--- config.mk ---
export PLATFORM = sky130hd
export DESIGN_NAME = cc_branch_unit
export DESIGN_NICKNAME = d
export VERILOG_FILES = /design/src/rtl/cc_pkg.sv /design/src/rtl/cc_alu.sv /design/src/rtl/cc_reg.sv /design/src/rtl/cc_branch_eval.sv /design/src/rtl/cc_branch_unit.sv
export SDC_FILE = /design/constraint.sdc
export NUM_CORES = 1
export LEC_CHECK = 0
export ABC_AREA = 1
export BUFFER_PORTS_ARGS = -buffer_cell sky130_fd_sc_hd__buf_2
export CAP_MARGIN = 10
export CORE_ASPECT_RATIO = 0.75
export CORE_MARGIN = 2
export CORE_UTILIZATION = 35
export CTS_BUF_LIST = sky130_fd_sc_hd__clkbuf_2 sky130_fd_sc_hd__clkbuf_4 sky130_fd_sc_hd__clkbuf_8
export CTS_CLUSTER_SIZE = 12
export DETAILED_ROUTE_END_ITERATION = 16
export HOLD_SLACK_MARGIN = 0.1
export PLACE_DENSITY = 0.54
export SYNTH_ARGS = -nofsm -noshare
export SYNTH_HDL_FRONTEND = slang
export SYNTH_SLANG_ARGS = --single-unit
--- constraint.sdc ---
create_clock -name clk -period 3.85 [get_ports clk]
set_input_delay 0 -clock clk [delete_from_list [all_inputs] [get_ports clk]]
set_output_delay 0 -clock clk [all_outputs]
set_load 0.02 [all_outputs]
--- src/rtl/cc_pkg.sv ---
package cc_pkg;
  localparam int CODE_W = 2;
  localparam int MASK_W = 1 << CODE_W;

  typedef enum logic [2:0] {
    OP_ADD   = 3'd0,
    OP_SUB   = 3'd1,
    OP_CMP   = 3'd2,
    OP_ADDL  = 3'd3,
    OP_SUBL  = 3'd4,
    OP_CMPL  = 3'd5,
    OP_PASS0 = 3'd6,
    OP_PASS1 = 3'd7
  } op_e;

  typedef logic [CODE_W-1:0] code_t;

  localparam code_t CC_ZERO = 2'd0;
  localparam code_t CC_ONE  = 2'd1;
  localparam code_t CC_TWO  = 2'd2;
  localparam code_t CC_OVF  = 2'd3;
endpackage

--- src/rtl/cc_alu.sv ---
module cc_alu
  import cc_pkg::*;
#(
  parameter int WIDTH = 32
) (
  input  logic             clk,
  input  logic             rst,
  input  op_e              op,
  input  logic [WIDTH-1:0] a,
  input  logic [WIDTH-1:0] b,
  output logic [WIDTH-1:0] result,
  output code_t            code,
  output logic             sets_code
);
  localparam int MSB = WIDTH - 1;

  logic [WIDTH:0]   sum_ext;
  logic [WIDTH:0]   dif_ext;
  logic [WIDTH-1:0] sum;
  logic [WIDTH-1:0] dif;
  logic             add_carry;
  logic             sub_nob;
  logic             add_ovf;
  logic             sub_ovf;
  logic             s_lt;
  logic             u_lt;
  logic             eq;

  assign sum_ext   = {1'b0, a} + {1'b0, b};
  assign dif_ext   = {1'b0, a} + {1'b0, ~b} + {{WIDTH{1'b0}}, 1'b1};
  assign sum       = sum_ext[WIDTH-1:0];
  assign dif       = dif_ext[WIDTH-1:0];
  assign add_carry = sum_ext[WIDTH];
  assign sub_nob   = dif_ext[WIDTH];

  assign add_ovf = (a[MSB] == b[MSB]) && (sum[MSB] != a[MSB]);
  assign sub_ovf = (a[MSB] != b[MSB]) && (dif[MSB] != a[MSB]);

  assign eq   = (a == b);
  assign u_lt = ~sub_nob;
  assign s_lt = (a[MSB] ^ b[MSB]) ? a[MSB] : dif[MSB];

  function automatic code_t signed_code(input logic ovf, input logic [WIDTH-1:0] v);
    if (ovf)           return CC_OVF;
    else if (v == '0)  return CC_ZERO;
    else if (v[MSB])   return CC_ONE;
    else               return CC_TWO;
  endfunction

  function automatic code_t order_code(input logic is_eq, input logic is_lt);
    if (is_eq)      return CC_ZERO;
    else if (is_lt) return CC_ONE;
    else            return CC_TWO;
  endfunction

  always_comb begin
    result    = a;
    code      = CC_ZERO;
    sets_code = 1'b1;
    unique case (op)
      OP_ADD: begin
        result = sum;
        code   = signed_code(add_ovf, sum);
      end
      OP_SUB: begin
        result = dif;
        code   = signed_code(sub_ovf, dif);
      end
      OP_CMP: begin
        result = dif;
        code   = order_code(eq, s_lt);
      end
      OP_ADDL: begin
        result = sum;
        code   = {add_carry, |sum};
      end
      OP_SUBL: begin
        result = dif;
        code   = {sub_nob, |dif};
      end
      OP_CMPL: begin
        result = dif;
        code   = order_code(eq, u_lt);
      end
      default: begin
        result    = a;
        code      = CC_ZERO;
        sets_code = 1'b0;
      end
    endcase
  end

  // compares never yield code 3
  a_r6_cmp_no_code3: assert property (@(posedge clk) disable iff (rst)
    (op == OP_CMP || op == OP_CMPL) |-> code != CC_OVF);

  // a logical add with zero operands cannot report a carry
  a_r4_zero_no_carry: assert property (@(posedge clk) disable iff (rst)
    (op == OP_ADDL && a == '0 && b == '0) |-> code == CC_ZERO);

  // pass operations return operand a and do not set the code
  a_r12_pass_through: assert property (@(posedge clk) disable iff (rst)
    (op == OP_PASS0 || op == OP_PASS1) |-> (result == a && !sets_code));
endmodule

--- src/rtl/cc_reg.sv ---
module cc_reg
  import cc_pkg::*;
(
  input  logic  clk,
  input  logic  rst,
  input  logic  wr_en,
  input  code_t wr_code,
  output code_t code_q
);
  always_ff @(posedge clk) begin
    if (rst)        code_q <= CC_ZERO;
    else if (wr_en) code_q <= wr_code;
  end

  // reset clears the stored code
  a_r1_reset_clears: assert property (@(posedge clk)
    rst |=> code_q == CC_ZERO);

  // no write, no change
  a_r2_hold: assert property (@(posedge clk) disable iff (rst)
    !wr_en |=> $stable(code_q));

  // a write lands on the next edge
  a_r2_write: assert property (@(posedge clk) disable iff (rst)
    wr_en |=> code_q == $past(wr_code));
endmodule

--- src/rtl/cc_branch_eval.sv ---
module cc_branch_eval
  import cc_pkg::*;
(
  input  logic              clk,
  input  logic              rst,
  input  code_t             stored_code,
  input  code_t             fresh_code,
  input  logic              fresh_valid,
  input  logic              br_valid,
  input  logic [MASK_W-1:0] mask,
  output logic              taken
);
  code_t             eff_code;
  logic [MASK_W-1:0] hit;

  // a same-cycle update is bypassed to the branch
  assign eff_code = fresh_valid ? fresh_code : stored_code;

  // mask bit (MASK_W-1-i) selects code value i
  for (genvar i = 0; i < MASK_W; i++) begin : g_hit
    assign hit[i] = mask[MASK_W-1-i] && (eff_code == code_t'(i));
  end

  assign taken = br_valid && (|hit);

  // an all-ones mask always branches
  a_r9_all_ones: assert property (@(posedge clk) disable iff (rst)
    (br_valid && mask == '1) |-> taken);

  // an all-zeros mask never branches
  a_r9_all_zeros: assert property (@(posedge clk) disable iff (rst)
    (mask == '0) |-> !taken);

  // no request, no branch
  a_r11_idle: assert property (@(posedge clk) disable iff (rst)
    !br_valid |-> !taken);

  // at most one code can be hit
  a_r8_single_hit: assert property (@(posedge clk) disable iff (rst)
    $onehot0(hit));
endmodule

--- src/rtl/cc_branch_unit.sv ---
module cc_branch_unit
  import cc_pkg::*;
#(
  parameter int WIDTH = 32
) (
  input  logic             clk,
  input  logic             rst,
  input  logic [2:0]       op_sel,
  input  logic [WIDTH-1:0] opnd_a,
  input  logic [WIDTH-1:0] opnd_b,
  input  logic             set_en,
  input  logic             br_valid,
  input  logic [3:0]       br_mask,
  output logic [WIDTH-1:0] result,
  output logic [1:0]       cc,
  output logic             br_taken
);
  op_e   op;
  code_t alu_code;
  logic  alu_sets;
  logic  write_code;
  code_t code_q;

  assign op         = op_e'(op_sel);
  assign write_code = set_en && alu_sets;

  cc_alu #(.WIDTH(WIDTH)) alu_i (
    .clk       (clk),
    .rst       (rst),
    .op        (op),
    .a         (opnd_a),
    .b         (opnd_b),
    .result    (result),
    .code      (alu_code),
    .sets_code (alu_sets)
  );

  cc_reg reg_i (
    .clk     (clk),
    .rst     (rst),
    .wr_en   (write_code),
    .wr_code (alu_code),
    .code_q  (code_q)
  );

  cc_branch_eval br_i (
    .clk         (clk),
    .rst         (rst),
    .stored_code (code_q),
    .fresh_code  (alu_code),
    .fresh_valid (write_code),
    .br_valid    (br_valid),
    .mask        (br_mask),
    .taken       (br_taken)
  );

  assign cc = code_q;

  // pass ops leave the stored code untouched even with set_en
  a_r2_pass_holds: assert property (@(posedge clk) disable iff (rst)
    (op_sel[2:1] == 2'b11) |=> $stable(cc));
endmodule

==> flow_summary.html, run 1 <==
<table>
<tr><th>Metric</th><th>Value</th></tr>
<tr><th colspan="2">Run status</th></tr>
<tr><td>Run status</td><td>completed</td></tr>
<tr><th colspan="2">Yosys</th></tr>
<tr><td>Number of enable flip-flop cells after synthesis</td><td>0</td></tr>
<tr><td>Synthesized area divided by synthesized cell count</td><td>4.85 sq um</td></tr>
<tr><td>Main flop type after synthesis</td><td>sky130_fd_sc_hd__dfxtp_1</td></tr>
<tr><td>Sequential fraction of the synthesis area</td><td>0.00646</td></tr>
<tr><td>Synth Register Bits</td><td>2</td></tr>
<tr><td>Proportion of synthesized flip-flops having asynchronous set or reset</td><td>0</td></tr>
<tr><td>Number of distinct standard cells referenced by the synthesized netlist</td><td>42</td></tr>
<tr><td>Post-synthesis instance area</td><td>6200 sq um</td></tr>
<tr><td>Total nets after synthesis</td><td>1422</td></tr>
<tr><td>Number of warnings reported in the yosys synthesis log</td><td>0</td></tr>
<tr><td>Cells after Synth</td><td>1279</td></tr>
<tr><th colspan="2">Place</th></tr>
<tr><td>Total cell area at the placement stage</td><td>7180 sq um</td></tr>
<tr><td>Half-perimeter wire length after detailed placement</td><td>23.8 mm</td></tr>
<tr><td>Port-buffer cells</td><td>109</td></tr>
<tr><td>Weighted congestion reported at the end of routability-driven placement</td><td>1.01</td></tr>
<tr><th colspan="2">Clock tree</th></tr>
<tr><td>Insertion delay of the later-clocked pin in the worst-skew pair</td><td>approximately 0.22 ns</td></tr>
<tr><td>Master cell of the clock root buffer</td><td>sky130_fd_sc_hd__clkbuf_8</td></tr>
<tr><td>Clock slew at the register clock pins of the worst setup and hold paths</td><td>approximately 0.03 ns</td></tr>
<tr><td>Maximum clock insertion buffer count</td><td>2</td></tr>
<tr><td>Clock tree from TritonCTS</td><td>built</td></tr>
<tr><td># H-tree levels</td><td>1</td></tr>
<tr><td>Sink Count</td><td>2</td></tr>
<tr><td>Total CTS buffers</td><td>3</td></tr>
<tr><th colspan="2">Job</th></tr>
<tr><td>MaxCap Viol Count</td><td>0</td></tr>
<tr><th colspan="2">Worst setup path</th></tr>
<tr><td>Setup crit start kind</td><td>input port</td></tr>
<tr><td>Maximum fanout along the worst path</td><td>7</td></tr>
<tr><td>Delay of the slowest critical-path stage</td><td>approximately 0.57 ns</td></tr>
<tr><td>WP buf/inv</td><td>4</td></tr>
<tr><td>Register-to-register setup slack</td><td>2.98 ns</td></tr>
<tr><td>Slowest cell on crit path</td><td>sky130_fd_sc_hd__fa_2</td></tr>
<tr><td>Kind of critical path</td><td>input port to output port</td></tr>
<tr><td>Signal arrival time at the worst endpoint</td><td>between 3 and 4 ns</td></tr>
<tr><td>Worst setup EP type</td><td>output port</td></tr>
<tr><td>Dominant delay contributor by cell family on the critical path</td><td>simple AND/OR/NAND/NOR gates</td></tr>
<tr><td>Critical Path RT</td><td>between 3 and 4 ns</td></tr>
<tr><th colspan="2">Layout</th></tr>
<tr><td>Number of flip-flops under the largest register name</td><td>2</td></tr>
<tr><td>Area used by multi-input combinational logic</td><td>5260 sq um</td></tr>
<tr><td>Register ranked first by flip-flop count</td><td>reg_i.code_q</td></tr>
<tr><td>Number of antenna diodes</td><td>0</td></tr>
<tr><td>FF+latch area</td><td>40.0 sq um</td></tr>
<tr><td>Share of post-route cells with drive strength above 1</td><td>0.180</td></tr>
<tr><td>Relative area change from synthesis to final layout</td><td>21.8%</td></tr>
<tr><td>Biggest registers after layout</td><td>reg_i.code_q (2)</td></tr>
<tr><td>Number of nets at the end of the flow</td><td>~1.6k</td></tr>
<tr><td>Leading cell types in the layout, fill and taps excluded</td><td>sky130_fd_sc_hd__nand2_1 (483), sky130_fd_sc_hd__inv_1 (262), sky130_fd_sc_hd__nor2_1 (120)</td></tr>
<tr><td>Filler cell count in the final layout</td><td>around 2.1k</td></tr>
<tr><td>Most common cell after layout, fill and taps aside</td><td>sky130_fd_sc_hd__nand2_1</td></tr>
<tr><td>Post-layout instance area</td><td>7550 sq um</td></tr>
<tr><th colspan="2">Drt</th></tr>
<tr><td>Post-route DRC</td><td>0</td></tr>
<tr><td>Mean routed wirelength per cell</td><td>16.4 microns</td></tr>
<tr><td>Detailed Route WL</td><td>27.0 mm</td></tr>
<tr><td>Detail Route met3 WL</td><td>approximately 2.3 mm</td></tr>
<tr><td>Routed length on met1</td><td>about 14 mm</td></tr>
<tr><td>Iter 0 DRT Violations</td><td>857</td></tr>
<tr><td>Number of vias per cell after detailed routing</td><td>4.93</td></tr>
<tr><td>Remaining antenna violation count</td><td>0</td></tr>
<tr><td>DRT Pass-1 Iters</td><td>5</td></tr>
<tr><td>Total via count after detailed routing</td><td>8127</td></tr>
<tr><td>Met2 routed wirelength</td><td>10.1 mm</td></tr>
<tr><td>Uppermost layer routed</td><td>met4</td></tr>
<tr><th colspan="2">Global routing</th></tr>
<tr><td>Maximum number of pins on one net before global-route repair</td><td>19</td></tr>
<tr><td>Global-route wire length before repair</td><td>40.5 mm</td></tr>
<tr><td>Number of antenna violations at the first check in global routing</td><td>0</td></tr>
<tr><td>Residual overflow from global routing</td><td>0</td></tr>
<tr><td>Gr usage total</td><td>0.281</td></tr>
<tr><td>Vias in the first global route</td><td>just over 7k</td></tr>
<tr><th colspan="2">Floorplanning</th></tr>
<tr><td>Horizontal extent of the die</td><td>158 microns</td></tr>
<tr><td>I/O pin total</td><td>110</td></tr>
<tr><td>Die area</td><td>18800 sq um</td></tr>
<tr><td>Effective utilization at floorplan</td><td>0.354</td></tr>
<tr><td>Core Box Area</td><td>17500 sq um</td></tr>
<tr><td>Std-Cell Rows</td><td>42</td></tr>
<tr><td>Vert. Die Dim</td><td>between 100 and 150 microns</td></tr>
<tr><th colspan="2">STA</th></tr>
<tr><td>Final worst-path cycle share</td><td>0.930</td></tr>
<tr><td>Minimum clock period</td><td>3.58 ns</td></tr>
<tr><td>Normalized max-slew margin</td><td>0.461</td></tr>
<tr><td>Number of endpoints failing setup at the final stage</td><td>0</td></tr>
<tr><td>Count of final hold-check violations</td><td>0</td></tr>
<tr><td>Slew Viols, Final</td><td>0</td></tr>
<tr><td>Worst clock skew</td><td>0 ns</td></tr>
<tr><td>Worst slack on hold paths</td><td>0.272 ns</td></tr>
<tr><td>Highest attainable clock frequency</td><td>279 MHz</td></tr>
<tr><td>Transition time at the pin with the least slew margin</td><td>0.808 ns</td></tr>
<tr><th colspan="2">Power and ir drop</th></tr>
<tr><td>VDD IR-drop max</td><td>0.140 mV</td></tr>
<tr><td>Pwr Total</td><td>0.00148 W</td></tr>
<tr><td>Power per Cell Area</td><td>195 nW/um^2</td></tr>
<tr><td>Leakage power</td><td>4.52 nW</td></tr>
<tr><th colspan="2">Min path</th></tr>
<tr><td>Class of the most critical hold timing path</td><td>input port to flip-flop</td></tr>
</table>
## cell type report
| type | instances | area share |
|---|---|---|
| well taps | 242 | 0.0401 |
| multi-input cells | 975 | 0.696 |
| inverters | 273 | 0.136 |
| flip-flops and latches | 2 | 0.00530 |
| repair buffers | 153 | 0.118 |
| clock buffers | 3 | 0.00547 |
## stage by stage
| step | util | setup TNS (ns) | setup slack, ns | std cells |
|---|---|---|---|---|
| after CTS | 0.414 | 0 | 0.00877 | 1646 |
| after floorplan | - | 0 | 0.636 | 1279 |
| after detailed placement | 0.410 | -0.131 | -0.131 | 1642 |
| after global placement | 0.410 | -0.0927 | -0.0927 | 1642 |
| after global routing | 0.432 | -0.0123 | -0.0123 | 1648 |
| final | 0.432 | 0 | 0.269 | 1648 |
## routing by layer
metal  GRT usage  vias to the layer above
li1            -                     4140
met4      0.0205                        0
met1       0.480                     3644
met5           0                        -
met2       0.386                      332
met3      0.0135                       11
## synthesized netlist by cell type, types with 3 or more instances
cell / n / share of area
sky130_fd_sc_hd__fa_1: 3 / 0.0097
sky130_fd_sc_hd__clkbuf_1: 8 / 0.0048
sky130_fd_sc_hd__nand3b_1: 4 / 0.0048
sky130_fd_sc_hd__buf_4: 6 / 0.0073
sky130_fd_sc_hd__buf_6: 4 / 0.0073
sky130_fd_sc_hd__o21bai_1: 6 / 0.0073
sky130_fd_sc_hd__nand3_1: 79 / 0.064
sky130_fd_sc_hd__nor3_1: 11 / 0.0089
sky130_fd_sc_hd__nand2_1: 494 / 0.30
sky130_fd_sc_hd__nor2_2: 14 / 0.014
sky130_fd_sc_hd__a21oi_2: 4 / 0.0056
sky130_fd_sc_hd__nor2_1: 122 / 0.074
sky130_fd_sc_hd__nand3_2: 6 / 0.0097
sky130_fd_sc_hd__o221ai_1: 5 / 0.0071
sky130_fd_sc_hd__nand4_1: 16 / 0.016
sky130_fd_sc_hd__inv_2: 8 / 0.0048
sky130_fd_sc_hd__xor2_1: 16 / 0.023
sky130_fd_sc_hd__nand2_2: 19 / 0.019
sky130_fd_sc_hd__inv_1: 263 / 0.16
sky130_fd_sc_hd__and2_1: 4 / 0.0040
sky130_fd_sc_hd__buf_2: 9 / 0.0073
sky130_fd_sc_hd__a21oi_1: 50 / 0.040
sky130_fd_sc_hd__nor3_2: 3 / 0.0048
sky130_fd_sc_hd__o21ai_0: 26 / 0.021
sky130_fd_sc_hd__ha_1: 65 / 0.13
sky130_fd_sc_hd__o211ai_1: 15 / 0.018
## worst register-to-register path: cells and delay by family (launching register included)
family / cells / cell delay (ns)
flops: 1 / 0.29
simple gates: 3 / 0.47
## where the power goes
group | internal [W] | switching (W)
combinational | 0.000446 | 0.000919
sequential | 0.0000228 | 0.000000801
clock | 0.0000665 | 0.0000207
## final timing paths
path	start	to	depth (start not counted)
setup / recovery	opnd_b[26]	br_taken	28
hold / removal	op_sel[0]	reg_i.code_q[1]	6
setup reg to reg	reg_i.code_q[0]	reg_i.code_q[0]	3
hold reg to reg	reg_i.code_q[1]	reg_i.code_q[1]	4
## kinds of logic after synthesis
family	count (synthesis)	share of synthesized area
AND/OR/NAND/NOR	776	0.525
buffers and inverters	302	0.193
AO/OA/AOI/OAI	113	0.108
adder cells (fa/ha/maj)	68	0.141
XOR/XNOR	18	0.0266
flip-flops	2	0.00646
## timing repair
item,in CTS,in global routing
hold buffers,1,0
buffers inserted,0,2
pin swaps,0,12
resized for setup,2,54
endpoints found under the hold margin,2,0
setup endpoints to repair,1,1
No activity file was read; power rests on OpenSTA's default activity.
==> run 2, diff against run 1 <==
--- a/config.mk
+++ b/config.mk
@@ -11,3 +11,2 @@
 export CORE_ASPECT_RATIO = 0.75
-export CORE_MARGIN = 2
 export CORE_UTILIZATION = 35
==> constraint.sdc (replaced) <==
create_clock -name clk -period 3.85 [get_ports clk]
set_input_delay 0.5775 -clock clk [delete_from_list [all_inputs] [get_ports clk]]
set_output_delay 0.5775 -clock clk [all_outputs]
set_load 0.02 [all_outputs]
==> run 2 against run 1 <==
Compared with the run above: the flow now finishes with violations (setup timing); fmax decreased by 24%; sequential cell count unchanged; worst setup slack got worse by 1.2 ns; via count increased by 12%; critical endpoint unchanged; largest cell class unchanged.
==> flow_summary.html, run 2 (synthesis gave the netlist of run 1 again) <==
<table>
<tr><th>Metric</th><th>Value</th></tr>
<tr><th colspan="2">Clock tree</th></tr>
<tr><td>Master cell of the clock root buffer</td><td>sky130_fd_sc_hd__clkbuf_8</td></tr>
<tr><td>Maximum clock insertion buffer count</td><td>2 (unchanged)</td></tr>
<tr><td>Sink Count</td><td>2 (unchanged)</td></tr>
<tr><td>Insertion delay of the later-clocked pin in the worst-skew pair</td><td>0.22 ns (about the same)</td></tr>
<tr><td>Clock slew at the register clock pins of the worst setup and hold paths</td><td>0.03 ns (about the same)</td></tr>
<tr><td>Clock tree from TritonCTS</td><td>built</td></tr>
<tr><td># H-tree levels</td><td>1 (unchanged)</td></tr>
<tr><td>Total CTS buffers</td><td>3 (unchanged)</td></tr>
<tr><td>Cts-stage hold buffer count</td><td>0 (-1)</td></tr>
<tr><th colspan="2">Drt</th></tr>
<tr><td>Remaining antenna violation count</td><td>0 (unchanged)</td></tr>
<tr><td>Iter 0 DRT Violations</td><td>743 (-13%)</td></tr>
<tr><td>Detailed Route WL</td><td>29.0 mm (+7.6%)</td></tr>
<tr><td>Number of vias per cell after detailed routing</td><td>4.75 (-3.8%)</td></tr>
<tr><td>Mean routed wirelength per cell</td><td>15.2 microns (-7.2%)</td></tr>
<tr><td>Total via count after detailed routing</td><td>9073 (+12%)</td></tr>
<tr><td>DRT Pass-1 Iters</td><td>6 (+1)</td></tr>
<tr><td>Post-route DRC</td><td>0 (unchanged)</td></tr>
<tr><th colspan="2">Global routing</th></tr>
<tr><td>Gr usage total</td><td>0.311 (+0.0300)</td></tr>
<tr><td>Maximum number of pins on one net before global-route repair</td><td>15 (-4)</td></tr>
<tr><td>Residual overflow from global routing</td><td>0 (unchanged)</td></tr>
<tr><td>Global-route wire length before repair</td><td>43.1 mm (+6.4%)</td></tr>
<tr><td>Number of antenna violations at the first check in global routing</td><td>0 (unchanged)</td></tr>
<tr><td>Vias in the first global route</td><td>7907 (+9.9%)</td></tr>
<tr><th colspan="2">Layout</th></tr>
<tr><td>Leading cell types in the layout, fill and taps excluded</td><td>sky130_fd_sc_hd__nand2_1 (476), sky130_fd_sc_hd__buf_4 (313), sky130_fd_sc_hd__inv_1 (241)</td></tr>
<tr><td>Number of flip-flops under the largest register name</td><td>2 (unchanged)</td></tr>
<tr><td>Register ranked first by flip-flop count</td><td>reg_i.code_q</td></tr>
<tr><td>Final core utilization</td><td>0.589 (+0.157)</td></tr>
<tr><td>Filler cell count in the final layout</td><td>1791 (-14%)</td></tr>
<tr><td>Relative area change from synthesis to final layout</td><td>62.2%</td></tr>
<tr><td>Post-layout instance area</td><td>10100 sq um (+33%)</td></tr>
<tr><td>Number of antenna diodes</td><td>0 (unchanged)</td></tr>
<tr><td>Biggest registers after layout</td><td>reg_i.code_q (2)</td></tr>
<tr><td>Share of post-route cells with drive strength above 1</td><td>0.342 (+0.162)</td></tr>
<tr><td>Most common cell after layout, fill and taps aside</td><td>sky130_fd_sc_hd__nand2_1</td></tr>
<tr><td>Number of nets at the end of the flow</td><td>1821 (+17%)</td></tr>
<tr><th colspan="2">STA</th></tr>
<tr><td>Count of final hold-check violations</td><td>0 (unchanged)</td></tr>
<tr><td>Final worst-path cycle share</td><td>1.23 (+0.300)</td></tr>
<tr><td>Setup_tns</td><td>-0.907 ns (-0.907 ns)</td></tr>
<tr><td>Worst clock skew</td><td>0 ns (unchanged)</td></tr>
<tr><td>Worst slack on hold paths</td><td>0.536 ns (+0.264 ns)</td></tr>
<tr><td>Minimum clock period</td><td>4.73 ns (+1.15 ns)</td></tr>
<tr><td>Unrepaired setup endpoints after global routing</td><td>yes</td></tr>
<tr><td>Number of endpoints failing setup at the final stage</td><td>2 (+2)</td></tr>
<tr><td>Worst path setup slack after routing</td><td>-0.884 ns (-1.15 ns)</td></tr>
<tr><td>Slew Viols, Final</td><td>0 (unchanged)</td></tr>
<tr><td>Transition time at the pin with the least slew margin</td><td>0.566 ns (-0.242 ns)</td></tr>
<tr><td>Highest attainable clock frequency</td><td>211 MHz (-24%)</td></tr>
<tr><td>Normalized max-slew margin</td><td>0.622 (+0.161)</td></tr>
<tr><th colspan="2">Worst setup path</th></tr>
<tr><td>Worst setup EP type</td><td>output port</td></tr>
<tr><td>Slowest cell on crit path</td><td>sky130_fd_sc_hd__fa_1</td></tr>
<tr><td>Most common cell type on the critical path</td><td>sky130_fd_sc_hd__nand2_1</td></tr>
<tr><td>Setup crit start kind</td><td>input port</td></tr>
<tr><td>Dominant delay contributor by cell family on the critical path</td><td>compound AO/OA/AOI/OAI gates</td></tr>
<tr><td>WP buf/inv</td><td>4 (unchanged)</td></tr>
<tr><td>Signal arrival time at the worst endpoint</td><td>4.16 ns (+0.58 ns)</td></tr>
<tr><td>Delay of the slowest critical-path stage</td><td>0.45 ns (-0.12 ns)</td></tr>
<tr><td>Maximum fanout along the worst path</td><td>2 (-5)</td></tr>
<tr><td>Kind of critical path</td><td>input port to output port</td></tr>
<tr><td>Critical Path RT</td><td>3.27 ns (-0.58 ns)</td></tr>
<tr><th colspan="2">Run status</th></tr>
<tr><td>Run status</td><td>finished with violations</td></tr>
<tr><td>Violations in the final reports</td><td>setup timing</td></tr>
<tr><th colspan="2">Floorplanning</th></tr>
<tr><td>Core Box Area</td><td>17100 sq um (-2.4%)</td></tr>
<tr><td>Horizontal extent of the die</td><td>156 microns (-1.3%)</td></tr>
<tr><td>Vert. Die Dim</td><td>117 microns (-1.7%)</td></tr>
<tr><td>Effective utilization at floorplan</td><td>0.363 (+0.00864)</td></tr>
<tr><td>Die area</td><td>18300 sq um (-2.9%)</td></tr>
<tr><td>Std-Cell Rows</td><td>41 (-2.4%)</td></tr>
<tr><td>I/O pin total</td><td>110 (unchanged)</td></tr>
<tr><th colspan="2">Power and ir drop</th></tr>
<tr><td>Leakage power</td><td>5.95 nW (+32%)</td></tr>
<tr><td>Power per Cell Area</td><td>194 nW/um^2 (-0.52%)</td></tr>
<tr><td>VDD IR-drop max</td><td>0.135 mV (-3.7%)</td></tr>
<tr><th colspan="2">Place</th></tr>
<tr><td>Half-perimeter wire length after detailed placement</td><td>25.1 mm (+5.4%)</td></tr>
<tr><td>Weighted congestion reported at the end of routability-driven placement</td><td>0.955 (-5.6%)</td></tr>
<tr><td>Port-buffer cells</td><td>109 (unchanged)</td></tr>
<tr><td>Total cell area at the placement stage</td><td>9330 sq um (+30%)</td></tr>
<tr><th colspan="2">Job</th></tr>
<tr><td>MaxCap Viol Count</td><td>0 (unchanged)</td></tr>
<tr><th colspan="2">Min path</th></tr>
<tr><td>Class of the most critical hold timing path</td><td>input port to flip-flop</td></tr>
</table>
==> run 2: changes by cell type in the layout (fill, tap and decap cells not counted), moves of 12 or more <==
| cell | previous run | this run |
|---|---|---|
| sky130_fd_sc_hd__buf_2 | 108 | 85 |
| sky130_fd_sc_hd__buf_4 | 42 | 313 |
| sky130_fd_sc_hd__buf_6 | 2 | 23 |
| sky130_fd_sc_hd__ha_1 | 50 | 38 |
| sky130_fd_sc_hd__ha_4 | 15 | 27 |
| sky130_fd_sc_hd__inv_1 | 262 | 241 |
| sky130_fd_sc_hd__inv_2 | 9 | 28 |
| sky130_fd_sc_hd__nand2_4 | 2 | 16 |
==> run 2: where the power goes <==
group          leakage (nW)  switching [W]  internal, W
registers            0.0166    0.000000987    0.0000228
clock network        0.0216      0.0000220    0.0000666
logic                  5.91        0.00104     0.000807
total                  5.95        0.00106     0.000896
==> run 2: worst paths after layout <==
kind / start / endpoint / slack (ns) / cells past startpoint
setup reg to reg: reg_i.code_q[0] / reg_i.code_q[0] / 2.87 / 4
hold / removal: rst / reg_i.code_q[1] / 0.54 / 2
setup / recovery: opnd_a[20] / br_taken / -0.88 / 29
hold reg to reg: reg_i.code_q[1] / reg_i.code_q[1] / 0.73 / 5
==> run 2: through the flow <==
step / total power (W) / setup slack (ns) / std cells
5_1_grt: 0.00211 / -1.24 / 1912
3_5_place_dp: 0.00170 / -1.12 / 1891
3_3_place_gp: 0.00170 / -1.02 / 1891
6_report: 0.00196 / -0.884 / 1912
2_1_floorplan: 0.000906 / -0.405 / 1279
4_1_cts: 0.00184 / -0.854 / 1896
==> run 2: what timing repair did <==
| action | in CTS | in global routing |
|---|---|---|
| gates resized for setup | 26 | 88 |
| setup buffers | 2 | 17 |
| setup endpoints to repair | 4 | 4 |
| pin swaps | 5 | 45 |
| gates cloned | 0 | 0 |
==> run 2: per-layer routing <==
metal / vias up / global-route usage / wire [microns]
li1: 4680 / - / -
met1: 3982 / 0.480 / 14600
met2: 398 / 0.446 / 11100
met3: 13 / 0.0596 / 3090
met4: 0 / 0.0359 / 213
met5: - / 0 / 0
==> run 2: cell type report <==
cell class,instances,area (sq um),share of cell area
Inverter,273,1040,0.103
Multi-Input combinational cell,975,5580,0.554
Tap cell,236,295,0.0293
Clock buffer,3,41.3,0.00410
Timing Repair Buffer,423,3070,0.305
Sequential cell,2,40.0,0.00398
==> run 3, diff against run 2 <==
--- a/constraint.sdc
+++ b/constraint.sdc
@@ -3,2 +3,2 @@
 set_output_delay 0.5775 -clock clk [all_outputs]
-set_load 0.02 [all_outputs]
+set_load 0.1 [all_outputs]
==> run 3 against run 2 <==
Compared with the run above: the run still ends with setup timing left; sequential power about the same; first-iteration DRC count fell by 2.6%; sequential cell count is the same; cell count up 0.10%.
==> flow_summary.html, run 3 (synthesis gave the netlist of run 1 again) <==
<table>
<tr><th>Metric</th><th>Value</th></tr>
<tr><th colspan="2">Clock tree</th></tr>
<tr><td>Total CTS buffers</td><td>3 (unchanged)</td></tr>
<tr><td>Cts-stage hold buffer count</td><td>0 (unchanged)</td></tr>
<tr><td>Clock slew at the register clock pins of the worst setup and hold paths</td><td>0.03 ns (about the same)</td></tr>
<tr><td>Insertion delay of the later-clocked pin in the worst-skew pair</td><td>0.21 ns (about the same)</td></tr>
<tr><td>Clock tree from TritonCTS</td><td>built</td></tr>
<tr><td>Sink Count</td><td>2 (unchanged)</td></tr>
<tr><td>Maximum clock insertion buffer count</td><td>2 (unchanged)</td></tr>
<tr><td># H-tree levels</td><td>1 (unchanged)</td></tr>
<tr><td>Master cell of the clock root buffer</td><td>sky130_fd_sc_hd__clkbuf_8</td></tr>
<tr><th colspan="2">STA</th></tr>
<tr><td>Count of final hold-check violations</td><td>0 (unchanged)</td></tr>
<tr><td>Number of endpoints failing setup at the final stage</td><td>3 (+1)</td></tr>
<tr><td>Transition time at the pin with the least slew margin</td><td>1.11 ns (+0.543 ns)</td></tr>
<tr><td>Worst path setup slack after routing</td><td>-0.961 ns (-0.0772 ns)</td></tr>
<tr><td>Worst clock skew</td><td>0 ns (unchanged)</td></tr>
<tr><td>Slew Viols, Final</td><td>0 (unchanged)</td></tr>
<tr><td>Highest attainable clock frequency</td><td>208 MHz (-1.6%)</td></tr>
<tr><td>Normalized max-slew margin</td><td>0.260 (-0.362)</td></tr>
<tr><td>Final worst-path cycle share</td><td>1.25 (+0.0201)</td></tr>
<tr><td>Minimum clock period</td><td>4.81 ns (+0.0772 ns)</td></tr>
<tr><td>Setup_tns</td><td>-1.13 ns (-0.225 ns)</td></tr>
<tr><td>Unrepaired setup endpoints after global routing</td><td>yes</td></tr>
<tr><th colspan="2">Layout</th></tr>
<tr><td>Register ranked first by flip-flop count</td><td>reg_i.code_q</td></tr>
<tr><td>Area used by multi-input combinational logic</td><td>5650 sq um (+1.3%)</td></tr>
<tr><td>Number of flip-flops under the largest register name</td><td>2 (unchanged)</td></tr>
<tr><td>Biggest registers after layout</td><td>reg_i.code_q (2)</td></tr>
<tr><td>Most common cell after layout, fill and taps aside</td><td>sky130_fd_sc_hd__nand2_1</td></tr>
<tr><td>Filler cell count in the final layout</td><td>1773 (-1.0%)</td></tr>
<tr><td>Share of post-route cells with drive strength above 1</td><td>0.352 (+0.0103)</td></tr>
<tr><td>Number of antenna diodes</td><td>0 (unchanged)</td></tr>
<tr><td>Leading cell types in the layout, fill and taps excluded</td><td>sky130_fd_sc_hd__nand2_1 (469), sky130_fd_sc_hd__buf_4 (307), sky130_fd_sc_hd__inv_1 (237)</td></tr>
<tr><td>FF+latch area</td><td>40.0 sq um (unchanged)</td></tr>
<tr><td>Relative area change from synthesis to final layout</td><td>67.0%</td></tr>
<tr><td>Number of nets at the end of the flow</td><td>1823 (+0.11%)</td></tr>
<tr><th colspan="2">Floorplanning</th></tr>
<tr><td>Horizontal extent of the die</td><td>156 microns (unchanged)</td></tr>
<tr><td>Std-Cell Rows</td><td>41 (unchanged)</td></tr>
<tr><td>Die area</td><td>18300 sq um (unchanged)</td></tr>
<tr><td>Vert. Die Dim</td><td>117 microns (unchanged)</td></tr>
<tr><td>Core Box Area</td><td>17100 sq um (unchanged)</td></tr>
<tr><td>I/O pin total</td><td>110 (unchanged)</td></tr>
<tr><td>Effective utilization at floorplan</td><td>0.363 (unchanged)</td></tr>
<tr><th colspan="2">Worst setup path</th></tr>
<tr><td>Setup crit start kind</td><td>input port</td></tr>
<tr><td>Critical Path RT</td><td>3.27 ns (about the same)</td></tr>
<tr><td>Maximum fanout along the worst path</td><td>3 (+1)</td></tr>
<tr><td>Most common cell type on the critical path</td><td>sky130_fd_sc_hd__buf_4</td></tr>
<tr><td>Slowest cell on crit path</td><td>sky130_fd_sc_hd__ha_4</td></tr>
<tr><td>Kind of critical path</td><td>input port to output port</td></tr>
<tr><td>Delay of the slowest critical-path stage</td><td>0.26 ns (-0.19 ns)</td></tr>
<tr><td>WP buf/inv</td><td>17 (+13)</td></tr>
<tr><td>Worst setup EP type</td><td>output port</td></tr>
<tr><td>Signal arrival time at the worst endpoint</td><td>4.23 ns (+0.07 ns)</td></tr>
<tr><td>Dominant delay contributor by cell family on the critical path</td><td>buffers and inverters</td></tr>
<tr><th colspan="2">Place</th></tr>
<tr><td>Worst slack, placed</td><td>-1.10 ns (+0.0243 ns)</td></tr>
<tr><td>Weighted congestion reported at the end of routability-driven placement</td><td>0.952 (-0.34%)</td></tr>
<tr><td>Half-perimeter wire length after detailed placement</td><td>24.8 mm (-1.1%)</td></tr>
<tr><td>Port-buffer cells</td><td>109 (unchanged)</td></tr>
<tr><th colspan="2">Global routing</th></tr>
<tr><td>Gr usage total</td><td>0.318 (+0.00755)</td></tr>
<tr><td>Vias in the first global route</td><td>8382 (+6.0%)</td></tr>
<tr><td>Maximum number of pins on one net before global-route repair</td><td>21 (+6)</td></tr>
<tr><td>Number of antenna violations at the first check in global routing</td><td>1 (+1)</td></tr>
<tr><td>Global-route wire length before repair</td><td>44.1 mm (+2.5%)</td></tr>
<tr><td>Residual overflow from global routing</td><td>0 (unchanged)</td></tr>
<tr><th colspan="2">Drt</th></tr>
<tr><td>Routed length on met1</td><td>14.3 mm (-2.1%)</td></tr>
<tr><td>Total via count after detailed routing</td><td>9176 (+1.1%)</td></tr>
<tr><td>Detail Route met3 WL</td><td>3.19 mm (+3.3%)</td></tr>
<tr><td>Remaining antenna violation count</td><td>0 (unchanged)</td></tr>
<tr><td>Iter 0 DRT Violations</td><td>724 (-2.6%)</td></tr>
<tr><td>Met2 routed wirelength</td><td>11.4 mm (+2.5%)</td></tr>
<tr><td>Detailed Route WL</td><td>29.1 mm (+0.13%)</td></tr>
<tr><td>Post-route DRC</td><td>0 (unchanged)</td></tr>
<tr><td>Number of vias per cell after detailed routing</td><td>4.79 (+1.0%)</td></tr>
<tr><td>Uppermost layer routed</td><td>met4</td></tr>
<tr><td>Mean routed wirelength per cell</td><td>15.2 microns (about the same)</td></tr>
<tr><td>DRT Pass-1 Iters</td><td>5 (-1)</td></tr>
<tr><th colspan="2">Run status</th></tr>
<tr><td>Violations in the final reports</td><td>setup timing</td></tr>
<tr><td>Run status</td><td>finished with violations</td></tr>
<tr><th colspan="2">Min path</th></tr>
<tr><td>Class of the most critical hold timing path</td><td>input port to flip-flop</td></tr>
<tr><th colspan="2">Power and ir drop</th></tr>
<tr><td>Leakage power</td><td>6.02 nW (+1.1%)</td></tr>
<tr><td>Power per Cell Area</td><td>238 nW/um^2 (+22%)</td></tr>
<tr><td>VDD IR-drop max</td><td>0.182 mV (+35%)</td></tr>
<tr><th colspan="2">Job</th></tr>
<tr><td>MaxCap Viol Count</td><td>0 (unchanged)</td></tr>
</table>
## run 3: cell types whose count changed in the layout (fill, tap and decap cells not counted), moves of 3 or more
cell,before,now
sky130_fd_sc_hd__a21oi_1,44,41
sky130_fd_sc_hd__nand2_1,476,469
sky130_fd_sc_hd__a21oi_4,2,6
sky130_fd_sc_hd__buf_4,313,307
sky130_fd_sc_hd__inv_4,1,4
sky130_fd_sc_hd__inv_1,241,237
sky130_fd_sc_hd__nand2_2,21,30
sky130_fd_sc_hd__buf_12,1,19
sky130_fd_sc_hd__buf_6,23,13
## run 3: area by class of cell
class                   instances  share of cell area
multi-input cells             975               0.546
flip-flops and latches          2             0.00387
inverters                     273               0.101
clock buffers                   3             0.00399
repair buffers                425               0.317
well taps                     236              0.0285
## run 3: worst paths after layout
check / from / to / depth (start not counted) / slack (ns)
worst max-delay path: opnd_b[3] / br_taken / 34 / -0.96
worst max register to register: reg_i.code_q[0] / reg_i.code_q[0] / 4 / 2.91
worst min register to register: reg_i.code_q[1] / reg_i.code_q[1] / 4 / 0.65
worst min-delay path: rst / reg_i.code_q[0] / 2 / 0.55
## run 3: report_power, final
| group | switching [W] | internal (W) | leakage, nW | total (W) |
|---|---|---|---|---|
| Sequential | 0.000000863 | 0.0000228 | 0.0166 | 0.0000237 |
| Combinational | 0.00145 | 0.000900 | 5.98 | 0.00235 |
| Clock | 0.0000175 | 0.0000662 | 0.0216 | 0.0000837 |
## run 3: repair_timing
action,in CTS,in global routing
pin swaps,32,48
setup endpoints to repair,4,7
gates resized for setup,56,67
buffers inserted,17,11
## run 3: worst register-to-register path: cells and delay by family, from the launching register on
kind | cells | cell delay, ns
buffers and inverters | 1 | 0.10
and+or+nand+nor | 3 | 0.44
DFF | 1 | 0.30
## run 3: layer usage
layer  vias up  global-route usage
met1      4099               0.474
li1       4690                   -
met5         -                   0
met4         0              0.0301
met2       375               0.472
met3        12              0.0755
## run 3: metrics by stage
step | std cells | utilization | cell area [sq um] | total power (W) | hold slack [ns]
3_5_place_dp | 1884 | 0.558 | 9540 | 0.00218 | 0.611
6_report | 1914 | 0.606 | 10400 | 0.00246 | 0.546
3_3_place_gp | 1884 | 0.558 | 9540 | 0.00218 | 0.607
5_1_grt | 1914 | 0.606 | 10400 | 0.00263 | 0.553
4_1_cts | 1904 | 0.587 | 10000 | 0.00235 | 0.539
2_1_floorplan | 1279 | - | 6480 | 0.00129 | 0.650
